**src/rtl/brev_pkg.sv**
```systemverilog
package brev_pkg;
  // Run phase of the sequencer
  typedef enum logic [1:0] {
    PH_IDLE = 2'd0,
    PH_RUN  = 2'd1,
    PH_DONE = 2'd2
  } brev_phase_e;
endpackage

```
**src/rtl/brev_stage_regs.sv**
```systemverilog
// Per-stage pattern registers: a mask of upper ones and a one-hot weight.
module brev_stage_regs #(
  parameter int AW = 8,
  parameter int LW = $clog2(AW + 1)
) (
  input  logic          clk,
  input  logic          rst_n,
  input  logic          load_i,
  input  logic [LW-1:0] log2n_i,
  input  logic          shift_i,
  output logic [AW:0]   mask_o,
  output logic [AW-1:0] onehot_o
);
  logic [AW:0]   mask_q;
  logic [AW-1:0] onehot_q;
  logic [AW:0]   low_ones;

  // ones below bit log2n; extra top bit keeps the mask non-empty when log2n == AW
  assign low_ones = ({{AW{1'b0}}, 1'b1} << log2n_i) - {{AW{1'b0}}, 1'b1};

  always_ff @(posedge clk or negedge rst_n) begin
    if (!rst_n) begin
      mask_q   <= '1;
      onehot_q <= '0;
    end else if (load_i) begin
      mask_q   <= ~low_ones;
      onehot_q <= {{(AW-1){1'b0}}, 1'b1} << (log2n_i - LW'(1));
    end else if (shift_i) begin
      mask_q   <= {mask_q[AW], mask_q[AW:1]};
      onehot_q <= onehot_q >> 1;
    end
  end

  assign mask_o   = mask_q;
  assign onehot_o = onehot_q;


  onehot_reg_chk: assert property (@(posedge clk) disable iff (!rst_n)
    $onehot0(onehot_q));

  mask_guard_chk: assert property (@(posedge clk) disable iff (!rst_n)
    mask_q[AW]);

  mask_adjacent_chk: assert property (@(posedge clk) disable iff (!rst_n)
    (onehot_q != '0) |-> (((mask_q[AW-1:0] & onehot_q) == '0) &&
                          (({onehot_q, 1'b0} & mask_q) != '0)));
endmodule

```
**src/rtl/brev_step_logic.sv**
```systemverilog
// Correction generation: subtract and add terms for the next offset.
module brev_step_logic #(
  parameter int AW = 8,
  parameter int LW = $clog2(AW + 1)
) (
  input  logic [AW-1:0] addr_i,
  input  logic [AW:0]   mask_i,
  input  logic [AW-1:0] onehot_i,
  input  logic [LW-1:0] log2n_i,
  output logic [AW-1:0] next_o,
  output logic          stage_end_o,
  output logic          last_o
);
  logic [AW-1:0] sub_t;
  logic [AW-1:0] add_t;
  logic          carry;
  logic          has_top;

  always_comb begin
    sub_t   = '0;
    add_t   = '0;
    carry   = 1'b1;
    has_top = |(addr_i & onehot_i);
    // reverse-direction carry over the bits above the current weight
    for (int b = AW - 1; b >= 0; b--) begin
      if (mask_i[b] && (b < int'(log2n_i)) && carry) begin
        if (addr_i[b]) begin
          sub_t[b] = 1'b1;
        end else begin
          add_t[b] = 1'b1;
          carry    = 1'b0;
        end
      end
    end
    if (!has_top) begin
      sub_t = '0;
      add_t = onehot_i;
    end else if (carry) begin
      sub_t = addr_i;
      add_t = onehot_i >> 1;
    end
    next_o      = addr_i - sub_t + add_t;
    stage_end_o = has_top && carry;
    last_o      = has_top && carry && onehot_i[0];
  end
endmodule

```
**src/rtl/brev_addr_gen.sv**
```systemverilog
module brev_addr_gen #(
  parameter int AW = 8,
  parameter int LW = $clog2(AW + 1)
) (
  input  logic          clk,
  input  logic          rst_n,
  input  logic          start_i,
  input  logic [LW-1:0] log2n_i,
  input  logic          adv_en_i,
  output logic [AW-1:0] addr_o,
  output logic          stage_done_o,
  output logic          done_o
);
  import brev_pkg::*;

  brev_phase_e   phase_q;
  logic [AW-1:0] addr_q;
  logic [LW-1:0] log2n_q;
  logic [AW:0]   mask;
  logic [AW-1:0] onehot;
  logic [AW-1:0] next_addr;
  logic          stage_end;
  logic          last;
  logic          adv;

  assign adv = adv_en_i && (phase_q == PH_RUN) && !start_i;

  brev_stage_regs #(.AW(AW), .LW(LW)) u_stage (
    .clk      (clk),
    .rst_n    (rst_n),
    .load_i   (start_i),
    .log2n_i  (log2n_i),
    .shift_i  (adv && stage_end && !last),
    .mask_o   (mask),
    .onehot_o (onehot)
  );

  brev_step_logic #(.AW(AW), .LW(LW)) u_step (
    .addr_i      (addr_q),
    .mask_i      (mask),
    .onehot_i    (onehot),
    .log2n_i     (log2n_q),
    .next_o      (next_addr),
    .stage_end_o (stage_end),
    .last_o      (last)
  );

  always_ff @(posedge clk or negedge rst_n) begin
    if (!rst_n) begin
      phase_q <= PH_IDLE;
      addr_q  <= '0;
      log2n_q <= '0;
    end else if (start_i) begin
      phase_q <= PH_RUN;
      addr_q  <= '0;
      log2n_q <= log2n_i;
    end else if (adv) begin
      if (last) phase_q <= PH_DONE;
      else      addr_q  <= next_addr;
    end
  end

  assign addr_o       = addr_q;
  assign stage_done_o = adv && stage_end;
  assign done_o       = (phase_q == PH_DONE);


  addr_range_chk: assert property (@(posedge clk) disable iff (!rst_n)
    (phase_q != PH_IDLE) |-> ({1'b0, addr_q} < ({{AW{1'b0}}, 1'b1} << log2n_q)));

  stall_hold_chk: assert property (@(posedge clk) disable iff (!rst_n)
    (phase_q == PH_RUN && !adv_en_i && !start_i) |=> $stable(addr_o));

  final_hold_chk: assert property (@(posedge clk) disable iff (!rst_n)
    (done_o && !start_i) |=> (done_o && $stable(addr_o)));

  start_wins_chk: assert property (@(posedge clk) disable iff (!rst_n)
    start_i |-> !stage_done_o);

  load_zero_chk: assert property (@(posedge clk) disable iff (!rst_n)
    start_i |=> (addr_o == '0 && !done_o));

  stage_flag_chk: assert property (@(posedge clk) disable iff (!rst_n)
    stage_done_o |-> (adv_en_i && !done_o));
endmodule

```
**config.mk**
```make
export PLATFORM = sky130hd
export DESIGN_NAME = brev_addr_gen
export DESIGN_NICKNAME = d
export VERILOG_FILES = /design/src/rtl/brev_pkg.sv /design/src/rtl/brev_stage_regs.sv /design/src/rtl/brev_step_logic.sv /design/src/rtl/brev_addr_gen.sv
export SDC_FILE = /design/constraint.sdc
export NUM_CORES = 1
export LEC_CHECK = 0
export BUFFER_PORTS_ARGS = -buffer_cell sky130_fd_sc_hd__buf_2
export CAP_MARGIN = 10
export CORE_MARGIN = 5
export CORE_UTILIZATION = 24
export CTS_CLUSTER_DIAMETER = 120
export CTS_CLUSTER_SIZE = 16
export DETAILED_ROUTE_END_ITERATION = 7
export GPL_ROUTABILITY_DRIVEN = 0
export SETUP_SLACK_MARGIN = 0.3
export SYNTH_ARGS = -nofsm -noshare
export SYNTH_HDL_FRONTEND = slang
export SYNTH_SLANG_ARGS = --single-unit
```
**constraint.sdc**
```tcl
create_clock -name clk -period 5 [get_ports clk]
set_clock_uncertainty 0.15 [all_clocks]
set_input_delay 1 -clock clk [delete_from_list [all_inputs] [get_ports clk]]
set_output_delay 1 -clock clk [all_outputs]
set_load 0.005 [all_outputs]
```
==> summary.md <==
| Metric | Value |
|---|---|
| Main area contributors after synthesis | dfrtp_1, dfstp_2, fa_1 |
| YS warnings | 0 |
| Leakage | 1.075 nW |
| Row Count | 37 |
| Post-placement cell area | 2660 um^2 |
| Initial antenna violation count | 0 |
| Largest area contributor in the netlist | dfrtp_1 |
| Post-synth EDFFs | 0 |
| CTS H-tree depth | 2 |
| Crit end category | flip-flop |
| First DRT Iteration DRCs | 123 |
| Dpl hpwl | 4524 um |
| Worst slew pin tran | 737.9 ps |
| TritonCTS clock tree | built |
| RSZ-0062 raised after global routing | no |
| Worst path cell trace | nor2b_1, o21ai_1, o2111a_2, nand3_4, a2111oi_1, fa_1, inv_1, ha_1, a21o_1, a21oi_1, o21ai_0, o41ai_1, xor2_1, a22o_1 |
| Global Route Usage Sum | 10.36% |
| Worst reg2reg setup slack | 820 ps |
| Avg Cell Area, Syn | 8.925 um^2 |
| Slew margin rel. | 50.81% |
| Clock Tree Buf Depth | 2 |
| Area share of the largest cell type after synthesis | 22.19% |
| Synth cell types | 58 |
| Met2 Use GR | 14.67% |
| Clock Sinks | 31 |
| Post-Syn Area | 2481 um^2 |
| CP Class | flip-flop to flip-flop |
| Vias in the first global route | 2061 |
| Most frequent cell after synthesis | inv_1 |
| Most frequent cells after synthesis | inv_1, dfrtp_1, nor2_1 |
| WL final | 6128 um |
| Die Y | 111.7 um |
| Setup violators final | 0 |
| DIE AREA | 12470 um^2 |
| # fillers | 1127 |
| ANT nets after route | 0 |
| Routed len/inst | 14.45 um |
| Max stage delay on crit path | 580 ps |
| Buffers on Ports | 17 |
| Total power | 1.082 mW |
| Worst-path fanout max | 7 |
| Post-CTS Hold Buffers | 0 |
| Maximum vdd drop | 223.7 uV |
| Status | completed |
| Ant diodes | 0 |
| Total negative slack | 0 ps |
| Critical Path Source | addr_o[7]$_DFFE_PN0P_ |
| Max-cap violations | 0 |
| Reg2reg start | addr_o[7]$_DFFE_PN0P_ |
| Post-CTS Repair Setup Buffers | 0 |
| Asr flop ratio synth | 100.0% |
| Post-route DRC violation count | 0 |
| Cts bufs inserted | 5 |
| WP data required | 5040 ps |
| Ys flop type | dfrtp_1 |
| Placed cells | 416 |
| Setup crit start kind | flip-flop |
| CTS clk-pin slew, worst paths | 70 ps |
| Vias per Instance | 4.969 |
| Clk Latency, worst-skew pair | 300 ps |
| Post-cts sizing count | 0 |
| Core ar. | 10180 um^2 |
| Final min period | 4179 ps |
| Hold Crit Start | u_stage.mask_o[8]$_DFFE_PN1P_ |
| Final worst-path cycle share | 83.59% |
| Fin cells | 424 |
| Post-Syn Nets | 302 |
| Largest net degree at the start of global routing | 42 |
| Post-synthesis cell count | 278 |
| Max Fclk | 0.2393 GHz |
| Via Count | 2107 |
| Remaining Overflow, GRT | 0 |
| M3 GR Usage | 2.989% |
| Synthesis-to-finish area growth | 10.69% |
| Share of cells above drive strength 1 | 15.97% |
| Synthesis-stage register bit count | 31 |
| Clock Tree Root | clkbuf_8 |
| Final Max Slew Viols | 0 |
| WP data arrival | 4210 ps |
| First-pass GRT wire length | 10600 um |
| DR pass1 iterations | 4 |
| Layer with the highest usage | met1 |
| PwrDens | 393.8 nW/um^2 |
| Met1 GRT Util | 15.10% |
| Starting Density | 24.36% |
| HP Class | flip-flop to flip-flop |
| Min Hold Slack | 341.3 ps |
| DIE WIDTH | 111.7 um |
| Slowest-stage cell, CP | a2111oi_1 |
| Post-Layout Inst Area | 2746 um^2 |
| Sequential share of the synthesized area | 31.72% |
| NumNets Final | 311 |
| Final Hold Viols | 0 |
| Num ports | 18 |
stage by stage:
step / util, % / setup slack, ps
after floorplan: - / 1194
after global placement: 26.12 / 773.3
after detailed placement: 26.12 / 678.6
after global routing: 26.97 / 441.8
final: 26.97 / 820.7
after CTS: 26.95 / 660.1
layout make-up:
| cell class | count | area (um^2) | area share, % |
|---|---|---|---|
| clock buffer | 6 | 72.57 | 2.642 |
| clock inverter | 2 | 12.51 | 0.4556 |
| inverter | 26 | 97.59 | 3.554 |
| multi-input combinational | 205 | 1514 | 55.13 |
| sequential | 31 | 787.0 | 28.66 |
| tap | 136 | 170.2 | 6.196 |
| timing repair buffer | 18 | 92.59 | 3.371 |
routing by layer:
| metal | share of wire [%] | vias to the layer above | routed length, um |
|---|---|---|---|
| met5 | 0 | - | 0 |
| met3 | 6.7 | 11 | 412 |
| met1 | 49 | 1001 | 2990 |
| met2 | 42 | 70 | 2604 |
| met4 | 2.0 | 0 | 121 |
| li1 | - | 1025 | - |
power by group:
group | switching [mW] | internal [mW] | leakage [nW] | total [mW]
registers | 0.0555 | 0.289 | 0.378 | 0.344
logic | 0.291 | 0.239 | 0.656 | 0.530
clock network | 0.110 | 0.0974 | 0.0412 | 0.208
total | 0.457 | 0.625 | 1.08 | 1.08
critical path, delay by kind of cell, from the launching register on:
family | cells | cell delay (ps)
buffers and inverters | 1 | 110
adders and majority gates | 2 | 760
xor gates and xnor gates | 1 | 110
and+or+nand+nor | 2 | 240
DFF | 1 | 500
AOI/OAI and AO/OA | 8 | 2200
sequential cells by signal, indices dropped and copies added, names as in the netlist:
signal	cells
u_stage.mask_o	9
addr_o	8
u_stage.onehot_o	8
log2n_q	4
phase_q	2
placed cells by master (no fill, tap or decap), drive strengths merged, types with 6 or more instances in the layout:
| cell | netlist | layout |
|---|---|---|
| xnor2 | 6 | 6 |
| nand3 | 12 | 12 |
| fa | 7 | 7 |
| nor2 | 19 | 19 |
| o21ai | 24 | 24 |
| clkbuf | 12 | 6 |
| mux2i | 14 | 14 |
| ha | 9 | 9 |
| buf | 4 | 18 |
| dfrtp | 22 | 22 |
| dfstp | 9 | 9 |
| nor3 | 9 | 9 |
| a21oi | 17 | 17 |
| inv | 26 | 26 |
| nand2 | 15 | 15 |
| a22o | 9 | 9 |
worst paths after layout:
| kind | endpoint | depth (start not counted) |
|---|---|---|
| worst max register to register | addr_o[7]$_DFFE_PN0P_ | 14 |
| worst min register to register | u_stage.mask_o[8]$_DFFE_PN1P_ | 2 |
| max in group asynchronous | u_stage.onehot_o[7]$_DFFE_PN0P_ | 1 |
| worst max-delay path | addr_o[7]$_DFFE_PN0P_ | 14 |
| worst min-delay path | u_stage.mask_o[8]$_DFFE_PN1P_ | 2 |
| min in group asynchronous | addr_o[4]$_DFFE_PN0P_ | 1 |
cell families after synthesis:
kind of cell | synth area share (%)
AO/OA/AOI/OAI | 21.69
XOR/XNOR | 2.824
adder cells (fa/ha/maj) | 10.19
buffers and inverters | 7.312
flip-flops | 31.72
multiplexers | 7.463
AND/OR/NAND/NOR | 18.81
Note: power is estimated with default switching activity, not from simulation.
